$ cat src/rtl/ackpoll_pkg.sv
// Shared types and constants for the acknowledge-polling write master.
// Assumes 8-bit bus bytes and a write-only control byte with select bits tied to zero.
package ackpoll_pkg;
    localparam int BYTE_W = 8;
    localparam logic [3:0] DEV_TYPE = 4'b1010;
    localparam logic [2:0] DEV_SEL  = 3'b000;

    typedef enum logic [1:0] {
        OP_START = 2'd0,
        OP_BYTE  = 2'd1,
        OP_STOP  = 2'd2
    } op_kind_t;

    typedef enum logic [3:0] {
        SQ_IDLE,
        SQ_W_START,
        SQ_W_CTRL,
        SQ_W_ADDR,
        SQ_W_DATA,
        SQ_W_STOP,
        SQ_P_START,
        SQ_P_CTRL,
        SQ_P_STOP,
        SQ_F_STOP
    } seq_state_t;

    // Builds the control byte from device type, select bits and the R/W flag.
    function automatic logic [BYTE_W-1:0] ctrl_byte(input logic rw);
        return {DEV_TYPE, DEV_SEL, rw};
    endfunction
endpackage

$ cat src/rtl/ackpoll_tick_gen.sv
// Quarter-bit tick generator: while enabled, pulses tick once every QTR_DIV clocks.
// Assumes QTR_DIV >= 2. The count restarts from zero each time enable drops.
module ackpoll_tick_gen #(
    parameter int QTR_DIV = 125
) (
    input  logic clk,
    input  logic rst_n,
    input  logic en,
    output logic tick
);
    localparam int CW = (QTR_DIV > 1) ? $clog2(QTR_DIV) : 1;
    localparam logic [CW-1:0] LAST = CW'(QTR_DIV - 1);

    logic [CW-1:0] cnt_q;

    // Counts clocks within a quarter period and wraps on the last one.
    always_ff @(posedge clk) begin
        if (!rst_n || !en) begin
            cnt_q <= '0;
        end else if (cnt_q == LAST) begin
            cnt_q <= '0;
        end else begin
            cnt_q <= cnt_q + 1'b1;
        end
    end

    assign tick = en && (cnt_q == LAST);
endmodule

$ cat src/rtl/ackpoll_bit_engine.sv
// Bus primitive engine: runs one START, BYTE (8 bits out plus ack sample) or STOP.
// Each bit takes four ticks. SCL is pulled low at quarter 0 and 3 and released at quarter 1.
// Assumes SCL is low at the start of a BYTE, and low or released before a START.
// The ack is sampled at quarter 2 of the ninth bit through a two-stage synchronizer.
module ackpoll_bit_engine
    import ackpoll_pkg::*;
#(
    parameter int QTR_DIV = 125
) (
    input  logic              clk,
    input  logic              rst_n,
    input  logic              op_valid,
    input  op_kind_t          op_kind,
    input  logic [BYTE_W-1:0] op_byte,
    output logic              op_done,
    output logic              op_ack,
    input  logic              sda_in,
    output logic              scl_oe,
    output logic              sda_oe
);
    localparam int BCW = $clog2(BYTE_W + 1);
    localparam logic [BCW-1:0] ACK_BIT = BCW'(BYTE_W);

    logic              busy_q;
    op_kind_t          kind_q;
    logic [BYTE_W-1:0] shreg_q;
    logic [BCW-1:0]    bitcnt_q;
    logic [1:0]        qtr_q;
    logic              scl_oe_q, sda_oe_q, ack_q, done_q;
    logic [1:0]        sda_sync_q;
    logic              tick;

    ackpoll_tick_gen #(.QTR_DIV(QTR_DIV)) u_tick (
        .clk  (clk),
        .rst_n(rst_n),
        .en   (busy_q),
        .tick (tick)
    );

    // Brings the external SDA level into the clock domain.
    always_ff @(posedge clk) begin
        if (!rst_n) sda_sync_q <= 2'b11;
        else        sda_sync_q <= {sda_sync_q[0], sda_in};
    end

    // Accepts one primitive and steps it through its quarter phases.
    always_ff @(posedge clk) begin
        if (!rst_n) begin
            busy_q   <= 1'b0;
            kind_q   <= OP_STOP;
            shreg_q  <= '0;
            bitcnt_q <= '0;
            qtr_q    <= 2'd0;
            scl_oe_q <= 1'b0;
            sda_oe_q <= 1'b0;
            ack_q    <= 1'b0;
            done_q   <= 1'b0;
        end else begin
            done_q <= 1'b0;
            if (!busy_q) begin
                if (op_valid) begin
                    busy_q   <= 1'b1;
                    kind_q   <= op_kind;
                    shreg_q  <= op_byte;
                    bitcnt_q <= '0;
                    qtr_q    <= 2'd0;
                end
            end else if (tick) begin
                qtr_q <= qtr_q + 2'd1;
                unique case (kind_q)
                    OP_START: begin
                        unique case (qtr_q)
                            2'd0: sda_oe_q <= 1'b0;
                            2'd1: scl_oe_q <= 1'b0;
                            2'd2: sda_oe_q <= 1'b1;
                            default: begin
                                scl_oe_q <= 1'b1;
                                busy_q   <= 1'b0;
                                done_q   <= 1'b1;
                            end
                        endcase
                    end
                    OP_BYTE: begin
                        unique case (qtr_q)
                            2'd0: begin
                                scl_oe_q <= 1'b1;
                                sda_oe_q <= (bitcnt_q == ACK_BIT) ? 1'b0 : ~shreg_q[BYTE_W-1];
                            end
                            2'd1: scl_oe_q <= 1'b0;
                            2'd2: if (bitcnt_q == ACK_BIT) ack_q <= ~sda_sync_q[1];
                            default: begin
                                scl_oe_q <= 1'b1;
                                if (bitcnt_q == ACK_BIT) begin
                                    busy_q <= 1'b0;
                                    done_q <= 1'b1;
                                end else begin
                                    bitcnt_q <= bitcnt_q + 1'b1;
                                    shreg_q  <= {shreg_q[BYTE_W-2:0], 1'b0};
                                end
                            end
                        endcase
                    end
                    default: begin
                        unique case (qtr_q)
                            2'd0: begin
                                scl_oe_q <= 1'b1;
                                sda_oe_q <= 1'b1;
                            end
                            2'd1: scl_oe_q <= 1'b0;
                            2'd2: sda_oe_q <= 1'b0;
                            default: begin
                                busy_q <= 1'b0;
                                done_q <= 1'b1;
                            end
                        endcase
                    end
                endcase
            end
        end
    end

    assign op_done = done_q;
    assign op_ack  = ack_q;
    assign scl_oe  = scl_oe_q;
    assign sda_oe  = sda_oe_q;
endmodule

$ cat src/rtl/ackpoll_sequencer.sv
// Transaction sequencer: orders the write frame and the polling loop, counts polls,
// and reports done or timeout. Assumes op_done arrives only for a primitive it launched.
module ackpoll_sequencer
    import ackpoll_pkg::*;
#(
    parameter int MAX_POLLS = 64
) (
    input  logic              clk,
    input  logic              rst_n,
    input  logic              cmd_valid,
    input  logic [BYTE_W-1:0] cmd_addr,
    input  logic [BYTE_W-1:0] cmd_data,
    output logic              op_valid,
    output op_kind_t          op_kind,
    output logic [BYTE_W-1:0] op_byte,
    input  logic              op_done,
    input  logic              op_ack,
    output logic              busy,
    output logic              done,
    output logic              timeout
);
    localparam int PW = $clog2(MAX_POLLS + 1);
    localparam logic [PW-1:0] LAST_POLL = PW'(MAX_POLLS - 1);

    seq_state_t        state_q;
    logic              launched_q;
    logic [BYTE_W-1:0] addr_q, data_q;
    logic [PW-1:0]     polls_q;
    logic              done_q, timeout_q;

    assign busy     = (state_q != SQ_IDLE);
    assign op_valid = busy && !launched_q;

    // Selects the primitive and byte for the current state.
    always_comb begin
        op_kind = OP_BYTE;
        op_byte = ctrl_byte(1'b0);
        unique case (state_q)
            SQ_W_START, SQ_P_START:           op_kind = OP_START;
            SQ_W_STOP, SQ_P_STOP, SQ_F_STOP:  op_kind = OP_STOP;
            SQ_W_ADDR:                        op_byte = addr_q;
            SQ_W_DATA:                        op_byte = data_q;
            default: ;
        endcase
    end

    // Advances through the frame and polling loop on each completed primitive.
    always_ff @(posedge clk) begin
        if (!rst_n) begin
            state_q    <= SQ_IDLE;
            launched_q <= 1'b0;
            addr_q     <= '0;
            data_q     <= '0;
            polls_q    <= '0;
            done_q     <= 1'b0;
            timeout_q  <= 1'b0;
        end else begin
            done_q <= 1'b0;
            if (state_q == SQ_IDLE) begin
                if (cmd_valid) begin
                    addr_q     <= cmd_addr;
                    data_q     <= cmd_data;
                    timeout_q  <= 1'b0;
                    launched_q <= 1'b0;
                    state_q    <= SQ_W_START;
                end
            end else if (op_valid) begin
                launched_q <= 1'b1;
            end else if (op_done) begin
                launched_q <= 1'b0;
                unique case (state_q)
                    SQ_W_START: state_q <= SQ_W_CTRL;
                    SQ_W_CTRL:  state_q <= SQ_W_ADDR;
                    SQ_W_ADDR:  state_q <= SQ_W_DATA;
                    SQ_W_DATA:  state_q <= SQ_W_STOP;
                    SQ_W_STOP: begin
                        polls_q <= '0;
                        state_q <= SQ_P_START;
                    end
                    SQ_P_START: state_q <= SQ_P_CTRL;
                    SQ_P_CTRL: begin
                        if (op_ack) begin
                            state_q <= SQ_P_STOP;
                        end else if (polls_q == LAST_POLL) begin
                            state_q <= SQ_F_STOP;
                        end else begin
                            polls_q <= polls_q + 1'b1;
                            state_q <= SQ_P_START;
                        end
                    end
                    SQ_P_STOP: begin
                        done_q  <= 1'b1;
                        state_q <= SQ_IDLE;
                    end
                    default: begin
                        timeout_q <= 1'b1;
                        state_q   <= SQ_IDLE;
                    end
                endcase
            end
        end
    end

    assign done    = done_q;
    assign timeout = timeout_q;
endmodule

$ cat src/rtl/ackpoll_writer.sv
// Top level: write one byte to a serial EEPROM, then poll with write control bytes
// until the target acknowledges or MAX_POLLS polls fail. Outputs are open-drain enables.
// Assumes a single master and no clock stretching by the target.
module ackpoll_writer
    import ackpoll_pkg::*;
#(
    parameter int QTR_DIV   = 125,
    parameter int MAX_POLLS = 64
) (
    input  logic       clk,
    input  logic       rst_n,
    input  logic       cmd_valid,
    input  logic [7:0] cmd_addr,
    input  logic [7:0] cmd_data,
    input  logic       sda_in,
    output logic       busy,
    output logic       done,
    output logic       timeout,
    output logic       scl_oe,
    output logic       sda_oe
);
    logic              op_valid, op_done, op_ack;
    op_kind_t          op_kind;
    logic [BYTE_W-1:0] op_byte;

    ackpoll_sequencer #(.MAX_POLLS(MAX_POLLS)) u_seq (
        .clk      (clk),
        .rst_n    (rst_n),
        .cmd_valid(cmd_valid),
        .cmd_addr (cmd_addr),
        .cmd_data (cmd_data),
        .op_valid (op_valid),
        .op_kind  (op_kind),
        .op_byte  (op_byte),
        .op_done  (op_done),
        .op_ack   (op_ack),
        .busy     (busy),
        .done     (done),
        .timeout  (timeout)
    );

    ackpoll_bit_engine #(.QTR_DIV(QTR_DIV)) u_eng (
        .clk     (clk),
        .rst_n   (rst_n),
        .op_valid(op_valid),
        .op_kind (op_kind),
        .op_byte (op_byte),
        .op_done (op_done),
        .op_ack  (op_ack),
        .sda_in  (sda_in),
        .scl_oe  (scl_oe),
        .sda_oe  (sda_oe)
    );
endmodule

$ cat config.mk
export PLATFORM = sky130hd
export DESIGN_NAME = ackpoll_writer
export DESIGN_NICKNAME = d
export VERILOG_FILES = /design/src/rtl/ackpoll_pkg.sv /design/src/rtl/ackpoll_tick_gen.sv /design/src/rtl/ackpoll_bit_engine.sv /design/src/rtl/ackpoll_sequencer.sv /design/src/rtl/ackpoll_writer.sv
export SDC_FILE = /design/constraint.sdc
export NUM_CORES = 1
export LEC_CHECK = 0
export ABC_AREA = 1
export BUFFER_PORTS_ARGS = -buffer_cell sky130_fd_sc_hd__buf_2
export CORE_MARGIN = 4
export CORE_UTILIZATION = 45
export DETAILED_ROUTE_END_ITERATION = 10
export PLACE_DENSITY = 0.61
export RECOVER_POWER = 100
export SLEW_MARGIN = 20
export SYNTH_ARGS = -nofsm -noshare
export SYNTH_HDL_FRONTEND = slang
export SYNTH_HIERARCHICAL = 1
export SYNTH_SLANG_ARGS = --single-unit
$ cat constraint.sdc
create_clock -name clk -period 4.4 [get_ports clk]
set_clock_uncertainty 0.2 [all_clocks]
set_input_delay 0.22 -clock clk [delete_from_list [all_inputs] [get_ports clk]]
set_output_delay 0.22 -clock clk [all_outputs]
set_load 0.1 [all_outputs]
### Word level (Yosys, flattened, before mapping)

Cells that the tools add are included.

| storage, ports and cells | value |
|---|---|
| bits in writable memories | 0 |
| memory bits (read-only) | 0 |
| register bits | 60 |
| word-level logic and storage cells | 147 |
| input bits | 20 |
| memories | 0 |
| bits in latches | 0 |

| operators by class | value |
|---|---|
| multiplexer cells | 56 |
| div/mod/pow operators | 0 |
| equal/unequal tests | 27 |
| add/subtract/negate cells | 4 |
| $lt $le $gt $ge | 0 |
| shifts and indexed selects | 0 |
| bitwise operators | 7 |
| reductions and logical operators | 35 |
| multiply operators | 0 |

Operator list:

| cell | number |
|---|---|
| 4-bit two-way mux | 12 |
| 8-bit two-way mux | 6 |
| 4-bit one-hot mux with 7 select lines | 1 |
| 1-bit two-way mux | 22 |
| 2-bit != test, second input constant | 9 |
| 4-bit by 3-bit equality test with 1-bit output, second input constant | 4 |
| 8-bit one-hot mux with 2 select lines | 1 |
| 5-bit AND reduction | 3 |
| 7-bit by 1-bit adder with 7-bit output, second input constant | 2 |
| 7-bit two-way mux | 2 |
| 1-bit one-hot mux with 2 select lines | 7 |
| 7-bit one-hot mux with 2 select lines | 1 |
| 4-bit equality test, second input constant | 3 |
| 4-bit by 2-bit equality test with 1-bit output, second input constant | 2 |
| 2-bit AND reduction | 4 |
| 4-bit AND reduction | 2 |
| 2-bit nonzero test | 4 |
| 4-bit nonzero test | 2 |
| 8-bit OR reduction | 1 |
| 7-bit by 6-bit equality test with 1-bit output, second input constant | 1 |
| 7-bit equality test, second input constant | 1 |
| 1-bit inverter | 7 |
| 2-bit two-way mux | 3 |
| 2-bit by 1-bit != test with 1-bit output, second input constant | 3 |
| 17 further kinds | 26 |

### Longest topological paths before layout

Gate-level depths: netlist of the first run.

| depth | value |
|---|---|
| word-level depth | 7 |
| mapped depth | 13 |
| depth with buffers taken out | 13 |

### By module

Netlist of the first run, hierarchy kept.

Modules (own cells, without submodules):

| module | cells each | area each (µm²) | times used |
|---|---|---|---|
| ackpoll_sequencer | 227 | 1506.4 | 1 |
| ackpoll_bit_engine | 167 | 1199.9 | 1 |
| ackpoll_tick_gen | 46 | 341.6 | 1 |

### Worst setup path after synthesis of the first run

OpenSTA, ideal clock, no wires.

| timing | value |
|---|---|
| path kind | reg-to-reg |
| start | register u_seq.state_q[3] |
| end | register u_eng.shreg_q[1] |
| arrival | 1.667 ns |
| cell stages (with the launch flop) | 9 |
| required time | 4.068 ns |
| path slack | 2.401 ns |
| cell sequence | dfxtp_1 nor2_2 nand2_2 inv_2 nor2_1 nand2_4 buf_4 nand3_1 a21oi_1 |

| on the way | value |
|---|---|
| longest elaborated chain between the ends | 4 |

Ends and longest elaborated chain:

| item | RTL line | text |
|---|---|---|
| from (decl) | ackpoll_sequencer.sv:25 | `seq_state_t state_q;` |
| from (signal assigned) | ackpoll_sequencer.sv:50 | `state_q <= SQ_IDLE;` |
| from (signal assigned) | ackpoll_sequencer.sv:65 | `state_q <= SQ_W_START;` |
| from (signal assigned) | ackpoll_sequencer.sv:72 | `SQ_W_START: state_q <= SQ_W_CTRL;` |
| 4-bit nonzero test | ackpoll_sequencer.sv:31 | `assign busy = (state_q != SQ_IDLE);` |
| net busy | ackpoll_writer.sv:16 | `output logic busy,` |
| 1-bit logical AND | ackpoll_sequencer.sv:32 | `assign op_valid = busy && !launched_q;` |
| net op_valid | ackpoll_writer.sv:22 | `logic op_valid, op_done, op_ack;` |
| 2-bit nonzero test (no line) | -- |  |
| 5-bit AND reduction (no line) | -- |  |
| to (signal assigned) | ackpoll_bit_engine.sv:64 | `shreg_q <= op_byte;` |
| to (signal assigned) | ackpoll_bit_engine.sv:98 | `shreg_q <= {shreg_q[BYTE_W-2:0], 1'b0};` |
| to (decl) | ackpoll_bit_engine.sv:26 | `logic [BYTE_W-1:0] shreg_q;` |

The timed path passes the listed nets, and every way through them passes these cells. The select of a mux whose other input is x is not followed.
A chain may end at the register's enable or synchronous reset.

### Worst setup path after layout of the first run

| timing | value |
|---|---|
| start | register u_eng.busy_q |
| end | register u_eng.bitcnt_q[3] |

| on the way | value |
|---|---|
| longest elaborated chain between the ends | 3 |

Ends and longest elaborated chain:

| item | RTL line | text |
|---|---|---|
| from (decl) | ackpoll_bit_engine.sv:24 | `logic busy_q;` |
| from (signal assigned) | ackpoll_bit_engine.sv:49 | `busy_q <= 1'b0;` |
| from (signal assigned) | ackpoll_bit_engine.sv:62 | `busy_q <= 1'b1;` |
| from (signal assigned) | ackpoll_bit_engine.sv:78 | `busy_q <= 1'b0;` |
| 1-bit logical AND | ackpoll_tick_gen.sv:27 | `assign tick = en && (cnt_q == LAST);` |
| net u_eng.tick | ackpoll_bit_engine.sv:31 | `logic tick;` |
| 2-bit != test (no line) | -- |  |
| 5-bit AND reduction (no line) | -- |  |
| to (signal assigned) | ackpoll_bit_engine.sv:97 | `bitcnt_q <= bitcnt_q + 1'b1;` |
| to (decl) | ackpoll_bit_engine.sv:27 | `logic [BCW-1:0] bitcnt_q;` |

The timed path passes the listed nets, and every way through them passes these cells.

==> impl_results.md, run 1 <==
* Status: finished, final reports clean
* Worst-path clk slew at 0.07 ns
* PD cells at 467 nW/um^2
* Netlist cell types at 34
* Main synth FF type: dfxtp_1
* Logic pwr share at 28.7%
* DRT iter0 DRCs at 97
* Ports at 25
* TritonCTS clock tree: done
* YS warnings at 6
* Final critical-path required period at 2.60 ns
* Setup-failing EPs final at 0
* Initial antenna violation count at 0
* CP Launch Point: u_eng/busy_q
* DR WL/cell at 11.6 um
* Syn Area/Cell at 6.93 um^2
* Synth area leaders: dfxtp_1 39%, nand2_1 13%, a21oi_1 7.1%, inv_1 7.0%, nand3_1 5.4%
* Largest area contributor in the netlist: dfxtp_1
* Part of the power in registers at 41.5%
* Largest net degree at the start of global routing at 32
* Reg-to-reg endpoint: u_eng/bitcnt_q[3]
* Area grow syn2layout at 15.7%
* EDFF count, synth at 0
* Slew Viols, Final at 0
* VDD IR max at 0.221 mV
* Leak at 0.00149 uW
* Sw Pwr at 605 uW
* Share of layout cells above drive strength 1 at 9.45%
* Critical R2R Launch: u_eng/busy_q
* Core Region at 6460 um^2
* Mapped Cells at 440
* Sw Ratio at 36.7%
* HPWL Detailed at 4480 um
* Rel. slew slack at 16.3%
* Period utilization at 59.0%
* Clk root buf: clkbuf_8
* Clock buffer depth at 2
* Startpoint types: register
* Setup TNS after final layout at 0 ns
* Diode count at 0
* Highest Clock Rate at 0.385 GHz
* All-layer global routing usage at 16.9%
* Maximum fanout along the worst path at 13
* CTS Buf Count at 9
* Port Buf Inserts at 24
* Antenna Violating Nets Remaining at 0
* Routed vias/inst at 4.92
* Final Hold Vio Count at 0
* Sequential Area at 1200 um^2
* Pre-antenna DRT Iters at 4
* Cell Area, Synth at 3050 um^2
* Post-synth ARST share at 0%
* Internal reg-to-reg setup slack at 1.80 ns
* Die height at 90.3 um
* Later-pin clock latency in the skew report at 0.34 ns
* Fill cells at 650
* CP endpoint: u_eng/bitcnt_q[3]
* Post-route DRC violation count at 0
* Total number of vias at 2776
* Int Pwr at 1040 uW
* Reg2Reg Depth at 9
* HP Class: in -> reg
* Htree depth at 3
* Starting density of the core at 47.2%
* Crit path DAT at 2.62 ns
* Least-Margin Pin Slew at 1.26 ns
* Post-CTS repair timing setup buffer count at 0
* Most numerous cell in the Yosys netlist: nand2_1
* CP Capture Type: register
* Die W at 90.3 um
* Final total power at 1650 uW
* Clock power frac at 29.8%
* Flip-flop and latch count after synthesis at 60
* MaxCap Viol Count at 0
* Syn_nets at 470
* First-pass GRT wire length at 11400 um
* Seq/Total Area, Yosys at 39.4%
* Final Net Count at 514
* Post-synth top cells: 106 x nand2_1, 60 x dfxtp_1, 57 x inv_1
* Vias in the first global route at 2571
* RSZ-0062 raised after global routing: false
* Crit path kind: reg -> reg
* Area of the multi-input gates at 1490 um^2
* Clock Sinks at 60
* Row count at 29
* Die Area at 8150 um^2
* Post-synth top area share at 39.4%
* RePlAce Congestion at 0.841
* DRT Wirelength at 6540 um
* Aggregate global routing overflow at 0
* WP data required at 4.42 ns
==> area by class of cell <==
cell class / instances / area share [%]
multi-input cells: 305 / 42.2
clock inverters: 2 / 0.993
inverters: 65 / 6.99
clock buffers: 12 / 4.40
repair buffers: 43 / 8.58
well taps: 77 / 2.73
flip-flops and latches: 60 / 34.1
==> flip-flops by register name (all words and copies together), names as in the netlist, 2 cells and up <==
register            cells
u_eng/bitcnt_q          4
u_seq/state_q           4
u_eng/sda_sync_q        2
u_seq/data_q            8
u_seq/addr_q            8
u_eng/qtr_q             2
u_seq/polls_q           7
u_eng/u_tick/cnt_q      7
u_eng/shreg_q           8
u_eng/kind_q            2
==> routing by layer <==
layer	share of wire [%]	vias up	track usage, %
li1	-	1491	-
met1	48	1239	21.1
met2	47	32	27.9
met3	3.0	14	4.25
met4	2.1	0	6.89
met5	0	-	0
==> stage by stage <==
step	cells	hold WS, ns	util [%]	area [um^2]	setup WS, ns
2_1_floorplan	440	0.119	-	3050	2.40
3_3_place_gp	531	0.196	49.6	3200	2.30
3_5_place_dp	531	0.200	49.6	3200	2.21
4_1_cts	564	0.174	55.5	3580	2.19
5_1_grt	564	0.243	54.6	3530	1.45
6_report	564	0.202	54.6	3530	1.80
==> worst min-delay path by stage <==
| stage | from | end | slack, ns | cells after the start |
|---|---|---|---|---|
| 6_report | cmd_valid | u_seq/state_q[0] | 0.20 | 6 |
| 2_1_floorplan | rst_n | u_eng/kind_q[1] | 0.12 | 1 |
| 5_1_grt | u_eng/sda_sync_q[0] | u_eng/sda_sync_q[1] | 0.24 | 1 |
| 4_1_cts | rst_n | u_eng/scl_oe | 0.17 | 3 |
| 3_3_place_gp | u_eng/sda_sync_q[0] | u_eng/sda_sync_q[1] | 0.20 | 1 |
| 3_5_place_dp | u_eng/sda_sync_q[0] | u_eng/sda_sync_q[1] | 0.20 | 1 |
==> logic make-up after synthesis <==
kind of cell,Yosys count,share of synthesized area (%)
DFF,60,39.4
and+or+nand+nor,212,31.4
AOI/OAI and AO/OA,79,13.9
xor gates and xnor gates,4,1.15
buffers and inverters,75,10.1
adders and majority gates,10,4.11
==> placed cells by master, fill, tap and decap left out, drive strengths merged <==
| cell type | synthesis | routed |
|---|---|---|
| o21bai | 1 | 1 |
| buf | 7 | 18 |
| xor2 | 1 | 1 |
| nand3 | 35 | 35 |
| a21oi | 43 | 43 |
| dfxtp | 60 | 60 |
| and2 | 1 | 1 |
| or2 | 2 | 2 |
| o211ai | 3 | 3 |
| xnor2 | 3 | 3 |
| o22ai | 6 | 6 |
| o31ai | 1 | 1 |
| dlygate4sd3 | 0 | 19 |
| clkinv | 1 | 2 |
| nand4 | 3 | 3 |
| ha | 10 | 10 |
| inv | 64 | 64 |
| bufinv | 0 | 1 |
| clkbuf | 3 | 18 |
| nor3 | 3 | 3 |
| nand2 | 116 | 116 |
| o21ai | 22 | 22 |
| a211oi | 2 | 2 |
| nor2 | 51 | 51 |
| a221oi | 1 | 1 |
| nor4 | 1 | 1 |
==> worst max-delay path: stages, from the launching register on <==
cell,delay [ns]
dfxtp_1,0.64
inv_1,0.08
nor2_1,0.11
nand2_1,0.16
nor2_1,0.24
nand3_1,0.37
nand2_1,0.45
nand2_1,0.10
nand2_1,0.08
nor2_1,0.05
==> power by group through the flow <==
stage               clock (uW)  combinational (uW)  sequential, uW
finish                     490                 472             683
floorplan                    0                 421             678
global placement             0                 476             694
CTS                        500                 498             684
detailed placement           0                 480             696
global route               528                 542             694
==> what timing repair did <==
action                    CTS  global route
hold buffers               19             0
hold endpoints to repair   17             0
gates resized for setup     0             0
(Power assumes the default switching activity.)
==> inputs of run 2 (changes only) <==
--- a/config.mk
+++ b/config.mk
@@ -5,7 +5,7 @@
 export SDC_FILE = /design/constraint.sdc
 export NUM_CORES = 1
 export LEC_CHECK = 0
-export ABC_AREA = 1
+export ABC_AREA = 0
 export BUFFER_PORTS_ARGS = -buffer_cell sky130_fd_sc_hd__buf_2
 export CORE_MARGIN = 4
 export CORE_UTILIZATION = 45
==> constraint.sdc (replaced) <==
create_clock -name clk -period 2.4 [get_ports clk]
set_clock_uncertainty 0.2 [all_clocks]
set_input_delay 0.12 -clock clk [delete_from_list [all_inputs] [get_ports clk]]
set_output_delay 0.12 -clock clk [all_outputs]
set_load 0.1 [all_outputs]
==> run 2 against run 1 <==
  * Core utilization rose by 2.2 points
  * Area after synthesis is 1.3% lower
  * Global-route usage decreased by 0.50 points
  * Sequential power is 60% higher
  * Sequential share of layout area down 1.1 points
  * Routed wire length is 2.0% lower
  * Critical endpoint is now u_eng/shreg_q[7]
  * Largest power group is now the clock network
==> impl_results.md, run 2 <==
* Reg2Reg Depth at 10 (was 9)
* Ports at 25 (unchanged)
* WHS Endpoint: u_eng/sda_sync_q[1] (was u_seq/state_q[0])
* Final Net Count at 431 (was 514)
* First-pass GRT wire length at 11100 um (was 11400 um)
* VDD IR max at 0.429 mV (was 0.221 mV)
* HP Class: reg -> reg (was in -> reg)
* Commonest non-fill, non-tap cell in the layout: dfxtp_1 (was nand2_1)
* Vias in the first global route at 2453 (was 2571)
* Core Region at 6420 um^2 (was 6460 um^2)
* Worst-path clk slew at 0.06 ns (was 0.07 ns)
* Largest area contributor in the netlist: dfxtp_1 (unchanged)
* Diode count at 0 (unchanged)
* Main synth FF type: dfxtp_1 (unchanged)
* Post-synth ARST share at 0% (unchanged)
* Port Buf Inserts at 24 (unchanged)
* All-layer global routing usage at 16.4% (was 16.9%)
* Internal reg-to-reg setup slack at 0.14 ns (was 1.80 ns)
* Crit path DAT at 2.33 ns (was 2.62 ns)
* Crit path kind: reg -> reg (unchanged)
* Final core area utilization at 56.8% (was 54.6%)
* Flip-flop and latch count after synthesis at 60 (unchanged)
* Most numerous cell in the Yosys netlist: dfxtp_1 (was nand2_1)
* Setup-failing EPs final at 0 (unchanged)
* MaxCap Viol Count at 0 (unchanged)
* Total number of vias at 2601 (was 2776)
* Fin cells at 482 (was 564)
* Status: finished, final reports clean (unchanged)
* DRT Wirelength at 6410 um (was 6540 um)
* Antenna Violating Nets Remaining at 0 (unchanged)
* Clock Sinks at 60 (unchanged)
* Post-route DRC violation count at 0 (unchanged)
* DR WL/cell at 13.3 um (was 11.6 um)
* Starting density of the core at 46.8% (was 47.2%)
* Met1 Use GR at 21.7% (was 21.1%)
* Met3 Track Usage GR at 5.18% (was 4.25%)
* Placed insts at 445 (was 531)
* Area grow syn2layout at 21.3% (was 15.7%)
* Later-pin clock latency in the skew report at 0.34 ns (about the same)
* Setup TNS after final layout at 0 ns (unchanged)
* Final critical-path required period at 2.26 ns (was 2.60 ns)
* Seq/Total Area, Yosys at 39.9% (was 39.4%)
* Die Area at 8060 um^2 (was 8150 um^2)
* Htree depth at 3 (unchanged)
* Synth area leaders: dfxtp_1 40%, nand2_1 6.7%, ha_1 4.2%, mux2i_1 3.3%, o21ai_0 3.2% (was dfxtp_1 39%, nand2_1 13%, a21oi_1 7.1%, inv_1 7.0%, nand3_1 5.4%)
* DRT iter0 DRCs at 78 (was 97)
* CTS Buf Count at 9 (unchanged)
* Most Crowded Layer GR: met2 (unchanged)
* Period utilization at 94.0% (was 59.0%)
* Maximum fanout along the worst path at 12 (was 13)
* Pre-antenna DRT Iters at 4 (unchanged)
* Startpoint types: register (unchanged)
* YS warnings at 6 (unchanged)
* Final WS setup at 0.144 ns (was 1.80 ns)
* Clock buffer depth at 2 (unchanged)
* Cell Area, Synth at 3010 um^2 (was 3050 um^2)
* RePlAce Congestion at 0.801 (was 0.841)
* Die W at 89.8 um (was 90.3 um)
* HPWL Detailed at 4250 um (was 4480 um)
* Final Hold Vio Count at 0 (unchanged)
* Slew Viols, Final at 0 (unchanged)
* Post-synth top cells: 60 x dfxtp_1, 54 x nand2_1, 21 x nor2_1 (was 106 x nand2_1, 60 x dfxtp_1, 57 x inv_1)
* Leak at 0.00138 uW (was 0.00149 uW)
* Post-synth top area share at 39.9% (was 39.4%)
* Row count at 29 (unchanged)
* PD cells at 685 nW/um^2 (was 467 nW/um^2)
* TritonCTS clock tree: done (unchanged)
* Largest net degree at the start of global routing at 59 (was 32)
* Met2 Use GR at 25.6% (was 27.9%)
* Hold WS at 0.205 ns (was 0.202 ns)
* Hold Startpoint: u_eng/sda_sync_q[0] (was cmd_valid)
* Netlist cell types at 58 (was 34)
* EDFF count, synth at 0 (unchanged)
* Aggregate global routing overflow at 0 (unchanged)
* Initial antenna violation count at 0 (unchanged)
* Top flop regs: u_eng/shreg_q x8, u_seq/addr_q x8, u_seq/data_q x8 (unchanged)
* Clk root buf: clkbuf_8 (unchanged)
* Mapped Cells at 355 (was 440)
* Hold path depth at 1 (was 6)
* Share of layout cells above drive strength 1 at 17.0% (was 9.45%)
* Setup WS pre-CTS at 0.0538 ns (was 2.21 ns)
* WP data required at 2.47 ns (was 4.42 ns)
* Die height at 89.8 um (was 90.3 um)
* Syn_nets at 385 (was 470)
* Reg-to-reg endpoint: u_eng/shreg_q[7] (was u_eng/bitcnt_q[3])
* Syn Area/Cell at 8.47 um^2 (was 6.93 um^2)
* Most frequent cells in the layout: 60 x dfxtp_1, 54 x nand2_1, 21 x nor2_1 (was 113 x nand2_1, 60 x inv_1, 60 x dfxtp_1)
* Least-Margin Pin Slew at 1.17 ns (was 1.26 ns)
* CP Capture Type: register (unchanged)
* Routed vias/inst at 5.40 (was 4.92)
* Critical R2R Launch: u_eng/u_tick/cnt_q[0] (was u_eng/busy_q)
* Rel. slew slack at 22.5% (was 16.3%)
* Highest Clock Rate at 0.443 GHz (was 0.385 GHz)
[run 2: cell types whose count changed in the layout (fill, tap and decap cells not counted), moves of 12 or more]
cell | before | now
nand2_1 | 113 | 54
inv_1 | 60 | 11
a21oi_1 | 43 | 15
nor2_1 | 46 | 21
nand3_1 | 34 | 17
buf_4 | 0 | 12
[run 2: final cells by class]
type,instances,area (um^2)
clock buffers,10,138
clock inverters,5,100
fillers,576,2780
inverters,12,45.0
multi-input cells,261,1650
flip-flops and latches,60,1200
well taps,77,96.3
repair buffers,57,419
[run 2: kinds of logic after synthesis]
group / after synthesis / synth area share, %
AO/OA/AOI/OAI: 92 / 21.7
XOR/XNOR: 3 / 0.874
adder cells (fa/ha/maj): 10 / 4.16
buffers and inverters: 34 / 5.49
flip-flops: 60 / 39.9
multiplexers: 11 / 3.79
AND/OR/NAND/NOR: 145 / 24.0
[run 2: power by group]
| part | switching, uW | internal (uW) | total [uW] |
|---|---|---|---|
| Sequential | 40.5 | 1050 | 1090 |
| Clock | 398 | 709 | 1110 |
| Combinational | 162 | 141 | 303 |
[run 2: metrics by stage]
step	cell area [um^2]	total power, uW
CTS	3610	2510
floorplan	3010	1300
finish	3650	2500
global route	3650	2600
global placement	3190	1360
detailed placement	3190	1370
[run 2: critical path, cell delays in order (launching register included)]
cell	delay, ns
dfxtp_1	0.33
inv_1	0.06
ha_1	0.14
nand4_1	0.13
nor3_1	0.32
nand3_2	0.22
o31ai_4	0.32
buf_12	0.16
buf_4	0.12
o21ai_2	0.05
a21oi_2	0.13
[run 2: timing repair]
item	CTS	global route
hold endpoints to repair	22	0
setup buffers	0	3
resized for setup	0	2
setup endpoints to repair	0	9
hold buffers	19	0
[run 2: how the worst max path moves through the flow]
stage,start,endpoint,slack (ns)
2_1_floorplan,u_seq/state_q[3],u_seq/state_q[0],0.37
3_3_place_gp,u_eng/u_tick/cnt_q[0],u_eng/shreg_q[4],0.13
3_5_place_dp,u_eng/u_tick/cnt_q[0],u_eng/shreg_q[2],0.05
4_1_cts,u_eng/u_tick/cnt_q[0],u_eng/shreg_q[1],0.07
5_1_grt,u_eng/u_tick/cnt_q[1],u_eng/shreg_q[5],-0.01
6_report,u_eng/u_tick/cnt_q[0],u_eng/shreg_q[7],0.14
[run 2: layer usage]
layer  share of wire, %  up-vias
li1                   -     1347
met1                 49     1204
met4                1.2        0
met3                3.9        7
met2                 45       43
met5                  0        -
==> inputs of run 3 (changes only) <==
--- a/config.mk
+++ b/config.mk
@@ -8,9 +8,9 @@
 export ABC_AREA = 0
 export BUFFER_PORTS_ARGS = -buffer_cell sky130_fd_sc_hd__buf_2
 export CORE_MARGIN = 4
-export CORE_UTILIZATION = 45
+export CORE_UTILIZATION = 59
 export DETAILED_ROUTE_END_ITERATION = 10
-export PLACE_DENSITY = 0.61
+export PLACE_DENSITY = 0.77
 export RECOVER_POWER = 100
 export SLEW_MARGIN = 20
 export SYNTH_ARGS = -nofsm -noshare
==> run 3 against run 2 <==
  * Fmax is 1.1% higher
  * Count of clock-buffer cells in the layout is 2 higher
  * Via count is 2.2% higher
==> impl_results.md, run 3 (synthesized netlist as in run 2, its figures left out) <==
* Ports at 25 (unchanged)
* Clk root buf: clkbuf_8 (unchanged)
* WP data required at 2.48 ns (was 2.47 ns)
* Final Hold Vio Count at 0 (unchanged)
* Final critical-path required period at 2.23 ns (was 2.26 ns)
* Die height at 79.4 um (was 89.8 um)
* Setup-failing EPs final at 0 (unchanged)
* Crit path DAT at 2.31 ns (was 2.33 ns)
* Slowest CP cell: and2_0 (was dfxtp_1)
* Most frequent cells in the layout: 60 x dfxtp_1, 54 x nand2_1, 21 x nor2_1 (unchanged)
* Crit path buffers/inverters at 1 (was 3)
* Diode count at 0 (unchanged)
* Clock buffer depth at 2 (unchanged)
* Highest Clock Rate at 0.448 GHz (was 0.443 GHz)
* Largest net degree at the start of global routing at 59 (unchanged)
* Core Region at 4820 um^2 (was 6420 um^2)
* VDD IR max at 0.471 mV (was 0.429 mV)
* Maximum fanout along the worst path at 7 (was 12)
* Starting density of the core at 62.4% (was 46.8%)
* Aggregate global routing overflow at 0 (unchanged)
* TritonCTS clock tree: done (unchanged)
* Initial antenna violation count at 0 (unchanged)
* Top flop regs: u_eng/shreg_q x8, u_seq/addr_q x8, u_seq/data_q x8 (unchanged)
* Antenna Violating Nets Remaining at 0 (unchanged)
* Slew Viols, Final at 0 (unchanged)
* Commonest non-fill, non-tap cell in the layout: dfxtp_1 (unchanged)
* Crit path kind: reg -> reg (unchanged)
* MaxCap Viol Count at 0 (unchanged)
* Least-Margin Pin Slew at 1.17 ns (about the same)
* PD cells at 648 nW/um^2 (was 685 nW/um^2)
* All-layer global routing usage at 22.7% (was 16.4%)
* Clock Sinks at 60 (unchanged)
* RePlAce Congestion at 0.841 (was 0.801)
* CP Capture Type: register (unchanged)
* Final Net Count at 428 (was 431)
* Routed vias/inst at 5.66 (was 5.40)
* Die W at 79.4 um (was 89.8 um)
* HPWL Detailed at 4070 um (was 4250 um)
* Area grow syn2layout at 16.8% (was 21.3%)
* Post-route DRC violation count at 0 (unchanged)
* RSZ-0062 raised after global routing: false
* Setup TNS after final layout at 0 ns (unchanged)
* Total number of vias at 2658 (was 2601)
* Post-CTS repair timing setup buffer count at 0 (unchanged)
* Final core area utilization at 72.9% (was 56.8%)
* CP delay by family, top: simple AND/OR/NAND/NOR gates (unchanged)
* Pre-antenna DRT Iters at 4 (unchanged)
* HP Class: reg -> reg (unchanged)
* Later-pin clock latency in the skew report at 0.33 ns (was 0.34 ns)
* Port Buf Inserts at 24 (unchanged)
* Die Area at 6300 um^2 (was 8060 um^2)
* Startpoint types: register (unchanged)
* Period utilization at 93.0% (was 94.0%)
* Row count at 25 (was 29)
* DRT iter0 DRCs at 142 (was 78)
* Leak at 0.00130 uW (was 0.00138 uW)
* Worst-path clk slew at 0.07 ns (was 0.06 ns)
* DR WL/cell at 14.0 um (was 13.3 um)
* CP cell instances: inv_1 -> ha_1 -> nand4_1 -> nor3_1 -> and2_0 -> nand3_1 -> nor4_1 -> a21o_1 (was inv_1 -> ha_1 -> nand4_1 -> nor3_1 -> nand3_2 -> o31ai_4 -> buf_12 -> buf_4 -> o21ai_2 -> a21oi_2)
* Rel. slew slack at 22.1% (was 22.5%)
* DRT Wirelength at 6590 um (was 6410 um)
* Status: finished, final reports clean (unchanged)
* Htree depth at 3 (unchanged)
* CTS Buf Count at 9 (unchanged)
* First-pass GRT wire length at 11400 um (was 11100 um)
* Vias in the first global route at 2557 (was 2453)
* Max stage delay on crit path at 0.40 ns (was 0.33 ns)
* Share of layout cells above drive strength 1 at 13.4% (was 17.0%)
## run 3: worst register-to-register path, delay by kind of cell (launching register included)
| kind | cells | cell delay, ns |
|---|---|---|
| buffers and inverters | 1 | 0.07 |
| AO/OA/AOI/OAI | 1 | 0.11 |
| AND/OR/NAND/NOR | 5 | 1.32 |
| adder cells (fa/ha/maj) | 1 | 0.13 |
| flip-flops | 1 | 0.34 |
## run 3: final timing paths
check / start / to / slack, ns / cells after the start
min reg2reg: u_eng/sda_sync_q[0] / u_eng/sda_sync_q[1] / 0.22 / 1
min: u_eng/sda_sync_q[0] / u_eng/sda_sync_q[1] / 0.22 / 1
max reg2reg: u_eng/u_tick/cnt_q[0] / u_eng/bitcnt_q[2] / 0.17 / 8
max: u_eng/u_tick/cnt_q[0] / u_eng/bitcnt_q[2] / 0.17 / 8
## run 3: power breakdown
group | total, uW | switching [uW] | internal, uW | leakage, uW
Clock | 916 | 383 | 533 | 0.000102
Sequential | 1080 | 35.2 | 1050 | 0.000488
Combinational | 280 | 165 | 115 | 0.000710
Total | 2280 | 583 | 1690 | 0.00130
## run 3: final cells by class
| type | instances | area, um^2 |
|---|---|---|
| Multi-Input combinational cell | 261 | 1610 |
| Timing Repair Buffer | 54 | 368 |
| Tap cell | 67 | 83.8 |
| Inverter | 12 | 45.0 |
| Fill cell | 367 | 1300 |
| Clock inverter | 4 | 47.5 |
| Clock buffer | 12 | 155 |
| Sequential cell | 60 | 1200 |
## run 3: layer usage
layer / track usage, % / part of all wire, %
met5: 0 / 0
met4: 12.2 / 2.7
met3: 3.39 / 3.3
met2: 35.7 / 47
met1: 29.9 / 47
## run 3: repair_timing
item                                    in CTS  in global routing
hold endpoints to repair                    22                  0
resized for setup                            0                  1
hold buffers                                19                  0
endpoints found under the setup margin       0                  1
## run 3: stage by stage
step,worst slack (ns),total power (uW),cells,instance area (um^2),hold slack [ns]
floorplan,0.374,1300,355,3010,0.0215
global placement,0.323,1360,435,3170,0.0998
detailed placement,0.218,1370,435,3170,0.120
CTS,0.201,2310,470,3570,0.224
global route,0.0449,2370,470,3510,0.240
finish,0.168,2280,470,3510,0.216
